File: src/rtl/adc_hpf_pkg.sv
package adc_hpf_pkg;

  // Control word layout
  localparam int CFG_W     = 9;
  localparam int B_INV_L   = 0;
  localparam int B_INV_R   = 1;
  localparam int B_OSR     = 3;
  localparam int B_CUT_LO  = 4;
  localparam int B_CUT_HI  = 6;
  localparam int B_APP     = 7;
  localparam int B_EN      = 8;
  localparam logic [CFG_W-1:0] CFG_RESET = 9'h100;
  localparam logic [CFG_W-1:0] CFG_WMASK = 9'h1FB;

  // Coefficient format: Q2.14
  localparam int CF_W     = 16;
  localparam int CF_FRAC  = 14;
  localparam int CF_ONE   = 1 << CF_FRAC;
  localparam int CUT_STEP = 264;
  localparam int N_GRP    = 4;
  localparam int N_CODE   = 8;

  typedef logic signed [CF_W-1:0] coef_w_t;

  typedef struct packed {
    coef_w_t b0;
    coef_w_t b1;
    coef_w_t b2;
    coef_w_t a1;
    coef_w_t a2;
  } biquad_coef_t;

  typedef enum logic [1:0] {
    PH_IDLE  = 2'd0,
    PH_LEFT  = 2'd1,
    PH_RIGHT = 2'd2
  } phase_e;

  // Rate setting -> coefficient group (two settings per group, top code folds)
  function automatic logic [1:0] rate_group(input logic [2:0] sel);
    return (sel[2:1] == 2'b11) ? 2'd2 : sel[2:1];
  endfunction

  // Double real pole high-pass: (1 - z^-1)^2 / (1 - r z^-1)^2
  function automatic biquad_coef_t coef_calc(input int grp, input int code);
    biquad_coef_t c;
    int e;
    int r;
    int r2;
    e = ((code + 4) * CUT_STEP) >>> grp;
    r = CF_ONE - e;
    r2 = (r * r) >>> CF_FRAC;
    c.b0 = coef_w_t'(CF_ONE);
    c.b1 = coef_w_t'(-2 * CF_ONE);
    c.b2 = coef_w_t'(CF_ONE);
    c.a1 = coef_w_t'(2 * r);
    c.a2 = coef_w_t'(-r2);
    return c;
  endfunction

endpackage

File: src/rtl/adc_hpf_regs.sv
module adc_hpf_regs
  import adc_hpf_pkg::*;
(
  input  logic             clk,
  input  logic             rst_n,
  input  logic             we,
  input  logic [CFG_W-1:0] wdata,
  output logic [CFG_W-1:0] cfg,
  output logic             hist_clr
);

  logic [CFG_W-1:0] cfg_r;

  // History is wiped when enable, mode or cutoff code are rewritten to new values
  assign hist_clr = we && (wdata[B_EN:B_CUT_LO] != cfg_r[B_EN:B_CUT_LO]);

  always_ff @(posedge clk) begin
    if (!rst_n) begin
      cfg_r <= CFG_RESET;
    end else if (we) begin
      cfg_r <= wdata & CFG_WMASK;
    end
  end

  assign cfg = cfg_r;

endmodule

File: src/rtl/adc_hpf_coef_rom.sv
module adc_hpf_coef_rom
  import adc_hpf_pkg::*;
(
  input  logic [1:0]   grp,
  input  logic [2:0]   code,
  output biquad_coef_t coef
);

  localparam int DEPTH = N_GRP * N_CODE;

  biquad_coef_t table_q [DEPTH];

  for (genvar i = 0; i < DEPTH; i++) begin : g_entry
    localparam int GI = ((i / N_CODE) > 2) ? 2 : (i / N_CODE);
    localparam int CI = i % N_CODE;
    assign table_q[i] = coef_calc(GI, CI);
  end

  assign coef = table_q[{grp, code}];

endmodule

File: src/rtl/adc_hpf_hist.sv
module adc_hpf_hist #(
  parameter int W = 16
) (
  input  logic                clk,
  input  logic                rst_n,
  input  logic                clr,
  input  logic                upd,
  input  logic                app_mode,
  input  logic signed [W-1:0] x_new,
  input  logic signed [W-1:0] y_new,
  output logic signed [W-1:0] x1,
  output logic signed [W-1:0] x2,
  output logic signed [W-1:0] y1,
  output logic signed [W-1:0] y2
);

  always_ff @(posedge clk) begin
    if (!rst_n || clr) begin
      x1 <= '0;
      x2 <= '0;
      y1 <= '0;
      y2 <= '0;
    end else if (upd) begin
      x1 <= x_new;
      y1 <= y_new;
      if (app_mode) begin
        x2 <= x1;
        y2 <= y1;
      end
    end
  end

endmodule

File: src/rtl/adc_hpf_core.sv
module adc_hpf_core
  import adc_hpf_pkg::*;
#(
  parameter int W        = 16,
  parameter int AUD_POLE = 16376
) (
  input  logic signed [W-1:0] x,
  input  logic signed [W-1:0] x1,
  input  logic signed [W-1:0] x2,
  input  logic signed [W-1:0] y1,
  input  logic signed [W-1:0] y2,
  input  biquad_coef_t        coef,
  input  logic                hpf_en,
  input  logic                app_mode,
  input  logic                inv,
  output logic signed [W-1:0] y_hist,
  output logic signed [W-1:0] y_out
);

  localparam int ACCW = W + CF_W + 3;
  localparam logic signed [ACCW-1:0] HI = ACCW'((64'sd1 <<< (W - 1)) - 64'sd1);
  localparam logic signed [ACCW-1:0] LO = -HI - ACCW'(1);
  localparam logic signed [W-1:0]    SMAX = W'(HI);
  localparam logic signed [W-1:0]    SMIN = W'(LO);

  function automatic logic signed [ACCW-1:0] wx(input logic signed [W-1:0] v);
    return ACCW'(v);
  endfunction

  function automatic logic signed [ACCW-1:0] wc(input coef_w_t v);
    return ACCW'(v);
  endfunction

  // First-order DC blocker accumulator, Q14 scaled
  function automatic logic signed [ACCW-1:0] audio_acc(
    input logic signed [W-1:0] xn, input logic signed [W-1:0] xp,
    input logic signed [W-1:0] yp);
    return ((wx(xn) - wx(xp)) <<< CF_FRAC) + wc(coef_w_t'(AUD_POLE)) * wx(yp);
  endfunction

  // Direct-form-I biquad accumulator, Q14 scaled
  function automatic logic signed [ACCW-1:0] biquad_acc(
    input biquad_coef_t c,
    input logic signed [W-1:0] xn, input logic signed [W-1:0] xa,
    input logic signed [W-1:0] xb, input logic signed [W-1:0] ya,
    input logic signed [W-1:0] yb);
    return wc(c.b0) * wx(xn) + wc(c.b1) * wx(xa) + wc(c.b2) * wx(xb)
         + wc(c.a1) * wx(ya) + wc(c.a2) * wx(yb);
  endfunction

  function automatic logic signed [W-1:0] clamp(input logic signed [ACCW-1:0] v);
    if (v > HI) return SMAX;
    if (v < LO) return SMIN;
    return W'(v);
  endfunction

  function automatic logic signed [W-1:0] polarity(input logic signed [W-1:0] v,
                                                   input logic inv_i);
    if (!inv_i) return v;
    if (v == SMIN) return SMAX;
    return -v;
  endfunction

  logic signed [ACCW-1:0] acc;
  logic signed [ACCW-1:0] scaled;

  always_comb begin
    acc    = app_mode ? biquad_acc(coef, x, x1, x2, y1, y2) : audio_acc(x, x1, y1);
    scaled = acc >>> CF_FRAC;
    y_hist = hpf_en ? clamp(scaled) : x;
    y_out  = polarity(y_hist, inv);
  end

endmodule

File: src/rtl/adc_hpf_cond.sv
module adc_hpf_cond
  import adc_hpf_pkg::*;
#(
  parameter int W        = 16,
  parameter int AUD_POLE = 16376
) (
  input  logic                clk,
  input  logic                rst_n,
  input  logic                cfg_we,
  input  logic [CFG_W-1:0]    cfg_wdata,
  output logic [CFG_W-1:0]    cfg_q,
  output logic                osr_128,
  input  logic [2:0]          rate_sel,
  input  logic                in_valid,
  input  logic signed [W-1:0] in_left,
  input  logic signed [W-1:0] in_right,
  output logic                out_valid,
  output logic signed [W-1:0] out_left,
  output logic signed [W-1:0] out_right
);

  localparam int NCH = 2;

  // Control word
  logic [CFG_W-1:0] cfg;
  logic             hist_clr;

  adc_hpf_regs u_regs (
    .clk      (clk),
    .rst_n    (rst_n),
    .we       (cfg_we),
    .wdata    (cfg_wdata),
    .cfg      (cfg),
    .hist_clr (hist_clr)
  );

  assign cfg_q   = cfg;
  assign osr_128 = cfg[B_OSR];

  // Sequencer: accept pair, work left, then right
  phase_e              ph;
  logic signed [W-1:0] cap_l;
  logic signed [W-1:0] cap_r;
  logic signed [W-1:0] out_l_q;
  logic signed [W-1:0] out_r_q;
  logic                out_v_q;
  logic                accept;
  logic                ph_left;
  logic                ph_right;
  logic signed [W-1:0] y_hist;
  logic signed [W-1:0] y_out;

  assign accept   = in_valid && (ph == PH_IDLE);
  assign ph_left  = (ph == PH_LEFT);
  assign ph_right = (ph == PH_RIGHT);

  always_ff @(posedge clk) begin
    if (!rst_n) begin
      ph      <= PH_IDLE;
      cap_l   <= '0;
      cap_r   <= '0;
      out_l_q <= '0;
      out_r_q <= '0;
      out_v_q <= 1'b0;
    end else begin
      out_v_q <= 1'b0;
      case (ph)
        PH_IDLE: begin
          if (in_valid) begin
            cap_l <= in_left;
            cap_r <= in_right;
            ph    <= PH_LEFT;
          end
        end
        PH_LEFT: begin
          out_l_q <= y_out;
          ph      <= PH_RIGHT;
        end
        PH_RIGHT: begin
          out_r_q <= y_out;
          out_v_q <= 1'b1;
          ph      <= PH_IDLE;
        end
        default: ph <= PH_IDLE;
      endcase
    end
  end

  assign out_valid = out_v_q;
  assign out_left  = out_l_q;
  assign out_right = out_r_q;

  // Coefficient table
  biquad_coef_t coef;

  adc_hpf_coef_rom u_rom (
    .grp  (rate_group(rate_sel)),
    .code (cfg[B_CUT_HI:B_CUT_LO]),
    .coef (coef)
  );

  // Per-channel filter history
  logic signed [W-1:0] h_x1 [NCH];
  logic signed [W-1:0] h_x2 [NCH];
  logic signed [W-1:0] h_y1 [NCH];
  logic signed [W-1:0] h_y2 [NCH];

  for (genvar c = 0; c < NCH; c++) begin : g_ch
    logic upd;
    assign upd = ((c == 0) ? ph_left : ph_right) && cfg[B_EN];

    adc_hpf_hist #(.W(W)) u_hist (
      .clk      (clk),
      .rst_n    (rst_n),
      .clr      (hist_clr),
      .upd      (upd),
      .app_mode (cfg[B_APP]),
      .x_new    ((c == 0) ? cap_l : cap_r),
      .y_new    (y_hist),
      .x1       (h_x1[c]),
      .x2       (h_x2[c]),
      .y1       (h_y1[c]),
      .y2       (h_y2[c])
    );
  end

  // Shared arithmetic unit, channel picked by phase
  logic sel;
  assign sel = ph_right;

  adc_hpf_core #(.W(W), .AUD_POLE(AUD_POLE)) u_core (
    .x        (sel ? cap_r : cap_l),
    .x1       (h_x1[sel]),
    .x2       (h_x2[sel]),
    .y1       (h_y1[sel]),
    .y2       (h_y2[sel]),
    .coef     (coef),
    .hpf_en   (cfg[B_EN]),
    .app_mode (cfg[B_APP]),
    .inv      (sel ? cfg[B_INV_R] : cfg[B_INV_L]),
    .y_hist   (y_hist),
    .y_out    (y_out)
  );

  // Event wire for the checker: every history word is zero
  logic hist_zero;
  always_comb begin
    hist_zero = 1'b1;
    for (int c = 0; c < NCH; c++) begin
      if (h_x1[c] != '0 || h_x2[c] != '0 || h_y1[c] != '0 || h_y2[c] != '0)
        hist_zero = 1'b0;
    end
  end

endmodule

File: config.mk
export PLATFORM = sky130hd
export DESIGN_NAME = adc_hpf_cond
export DESIGN_NICKNAME = d
export VERILOG_FILES = /design/src/rtl/adc_hpf_pkg.sv /design/src/rtl/adc_hpf_regs.sv /design/src/rtl/adc_hpf_coef_rom.sv /design/src/rtl/adc_hpf_hist.sv /design/src/rtl/adc_hpf_core.sv /design/src/rtl/adc_hpf_cond.sv
export SDC_FILE = /design/constraint.sdc
export NUM_CORES = 2
export LEC_CHECK = 0
export BUFFER_PORTS_ARGS = -buffer_cell sky130_fd_sc_hd__buf_2
export CORE_MARGIN = 4
export CORE_UTILIZATION = 40
export CTS_CLUSTER_DIAMETER = 120
export CTS_CLUSTER_SIZE = 8
export DETAILED_ROUTE_END_ITERATION = 10
export PLACE_DENSITY = 0.57
export SLEW_MARGIN = 20
export SYNTH_ARGS = -nofsm -noshare
export SYNTH_HDL_FRONTEND = slang
export SYNTH_SLANG_ARGS = --single-unit
export TNS_END_PERCENT = 50
File: constraint.sdc
create_clock -name clk -period 23.3 [get_ports clk]
set_clock_uncertainty 0.15 [all_clocks]
set_input_delay 4.66 -clock clk [delete_from_list [all_inputs] [get_ports clk]]
set_output_delay 4.66 -clock clk [all_outputs]
set_load 0.01 [all_outputs]
==> flow_summary.ini <==
[logic_synthesis]
ys.flop_type = dfxtp_1
yosysSeqAreaShare_pct = 10.6
synthTopCellsByArea = fa_1 (32%), ha_1 (17%), dfxtp_1 (11%)
yosysMostFrequentCell = inv_1
syn_inst = 4558
synth_area_per_cell_sq_um = 8.44
post-synth-top-area-cell = fa_1
synth_top_area_share_pct = 32.3
yosys-top-cells-count = inv_1 (863), nand2_1 (663), fa_1 (621), ha_1 (519), nor2_1 (425)
synth_edf_count = 0
synth.cell_area_sq_um = 38500
synth_seq_cells = 203
synthArstFlopShare_pct = 0
yosysWarningCount = 0
synth_nets = 5746
synth_cell_types = 88

[global_routing]
grt_use_total_pct = 21.0
grt_overflow = 0
grt_max_degree = 68
grt_pass1_vias = 30204
grt_antenna_before_repair = 1
grt_pass1_wl_um = 170000

[place]
io_buffers = 87
dp_hpwl_um = 88400
gp_congestion = 0.934

[drt]
initialDrtViolationCount = 1909
ant_nets = 0
first_pass_iters = 6
route.detailed.drc = 0
wl_per_cell_um = 18.2
vias = 29758
vias_per_cell = 5.10
wirelength_um = 106000

[final_layout]
area_growth_pct = 6.69
drive_above_1_share_pct = 4.90
utilization_pct = 43.1
fill_cells = 9784
finalNetCount = 5759
multiInputGateArea_sq_um = 30600
ff_latch_area_sq_um = 4070

[worst_setup_path]
slowest_stage = nor4_1
critPathKind = input pin to flip-flop
cp.required_ns = 23.55
start_kind = input pin
crit_arrival_ns = 19.84
crit_fanout = 33
slowest_delay_ns = 0.89
crit_path_end_kind = flip-flop

[power]
power_density_nw_per_um2 = 40.4
vdd_drop_max_uv = 62.3
fin_total_pwr_mw = 1.66
power.static_leakage_nw = 21.0

[die]
die_y_um = 318
die_area_sq_um = 101000
start_util_pct = 40.4
ioPinCount = 91
die_w_um = 318
std_cell_rows = 113
core_sq_um = 95300

[cts]
postCtsHoldBufs = 0
clockRootBuffer = clkbuf_16
ctsResizeCount = 0
cts_tree = built
clock_path_buffers = 3
cts_setup_buffers = 0
htreeDepth = 1
cts_inserted_buffers = 29
worst_skew_pair.late_latency_ns = 0.55
cts_num_sinks = 203
clk_pin_slew_ns = 0.05

[sta]
setup_viol = 0
finalCritPeriodShare_pct = 84.1
slew_headroom_pct = 18.9
hold_ws_ns = 0.301
slew_violations = 0
tightest_slew_ns = 1.18
rsz0062_at_grt = false
fin_setup_tns_ns = 0
max_freq_mhz = 51.1
hold_viol = 0
min_period_ns = 19.59

[run_status]
outcome = finished, final reports clean

[worst_hold_path]
min_path_type = flip-flop to flip-flop

[run]
drv_cap = 0
==> path summary, 6_finish.rpt <==
kind / from / to / slack (ns) / depth (start not counted)
worst max-delay path: rate_sel[2] / out_right[10]$_SDFFE_PN0P_ / 3.71 / 52
worst max register to register: ph[0]$_SDFFE_PN0P_ / out_right[10]$_SDFFE_PN0P_ / 7.02 / 49
worst min-delay path: g_ch[0].u_hist.y2[3]$_SDFFE_PP0P_ / g_ch[0].u_hist.y2[3]$_SDFFE_PP0P_ / 0.30 / 2
worst min register to register: g_ch[0].u_hist.y2[3]$_SDFFE_PP0P_ / g_ch[0].u_hist.y2[3]$_SDFFE_PP0P_ / 0.30 / 2
==> sequential cells by signal, summed over array words and instances (netlist names) <==
signal and flops:
out_left 16, cap_r 16, g_ch.u_hist.x1 32, out_right 16, g_ch.u_hist.y1 32, ph 2
out_valid 1, g_ch.u_hist.y2 32, u_regs.cfg 8, g_ch.u_hist.x2 32, cap_l 16
==> area by class of cell <==
cell class	instances	area share (%)
tap	1265	3.85
multi-input combinational	3331	74.5
antenna	1	0.00609
sequential	203	9.90
inverter	874	7.99
clock inverter	1	0.0122
timing repair buffer	132	1.90
clock buffer	30	1.80
==> critical path: cells and delay by family <==
kind                       cells  cell delay (ns)
xor gates and xnor gates       3             0.74
and+or+nand+nor                9             3.19
AOI/OAI and AO/OA             17             4.07
adders and majority gates     13             5.94
buffers and inverters         10             1.21
==> layout by cell type, fill, tap and decap left out, types with 5 or more instances in the layout <==
cell,Yosys,final
inv_1,863,863
nand2_1,663,659
fa_1,621,621
ha_1,519,519
nor2_1,425,422
a21oi_1,277,277
dfxtp_1,203,202
xnor2_1,101,101
o21ai_0,91,91
buf_2,5,87
xor2_1,66,66
mux2i_1,55,55
nor3_1,52,52
buf_4,4,43
a211oi_1,36,36
a21o_1,35,35
nand3_1,31,31
o21a_1,29,29
clkbuf_16,0,29
o21bai_1,27,27
a31oi_1,26,26
nor2b_1,22,20
or3_1,20,20
nand2b_1,21,20
or2_2,17,17
and2_1,17,17
and3_1,16,16
o22ai_1,12,12
a21boi_0,12,12
clkinv_1,9,9
o31ai_1,10,9
a211o_1,8,8
o211ai_1,7,7
nand4_1,7,7
nand3b_1,6,6
o31a_1,6,6
a41oi_1,6,6
a31o_2,5,5
==> per-stage QoR <==
stage	std cells	setup slack (ns)	cell area [sq um]
global route	5836	3.07	41100
finish	5837	3.71	41100
detailed placement	5803	3.44	40300
global placement	5803	3.52	40300
floorplan	4558	6.08	38500
CTS	5834	3.97	41000
==> kinds of logic (layout without fill, tap and decap cells) <==
| group | count (synthesis) | count (layout) | synth area share [%] |
|---|---|---|---|
| and+or+nand+nor | 1316 | 1316 | 14.2 |
| muxes | 61 | 61 | 1.64 |
| AOI/OAI and AO/OA | 646 | 646 | 10.5 |
| adders and majority gates | 1140 | 1140 | 49.2 |
| other | 1 | 2 | 0.00974 |
| buffers and inverters | 1024 | 1037 | 10.1 |
| xor gates and xnor gates | 167 | 167 | 3.80 |
| DFF | 203 | 203 | 10.6 |
==> per-layer routing <==
metal | vias to the layer above | share of wire [%] | track usage (%)
met5 | - | 0 | 0
met4 | 0 | 2.2 | 4.10
met3 | 102 | 4.9 | 1.85
met2 | 716 | 46 | 34.6
met1 | 14593 | 47 | 30.4
li1 | 14347 | - | -
==> report_power, final <==
group / total, mW / switching, mW / internal, mW / leakage [nW]
sequential: 0.366 / 0.00806 / 0.358 / 1.65
combinational: 0.928 / 0.611 / 0.318 / 19.0
clock: 0.364 / 0.145 / 0.219 / 0.368
(Power assumes the default switching activity.)
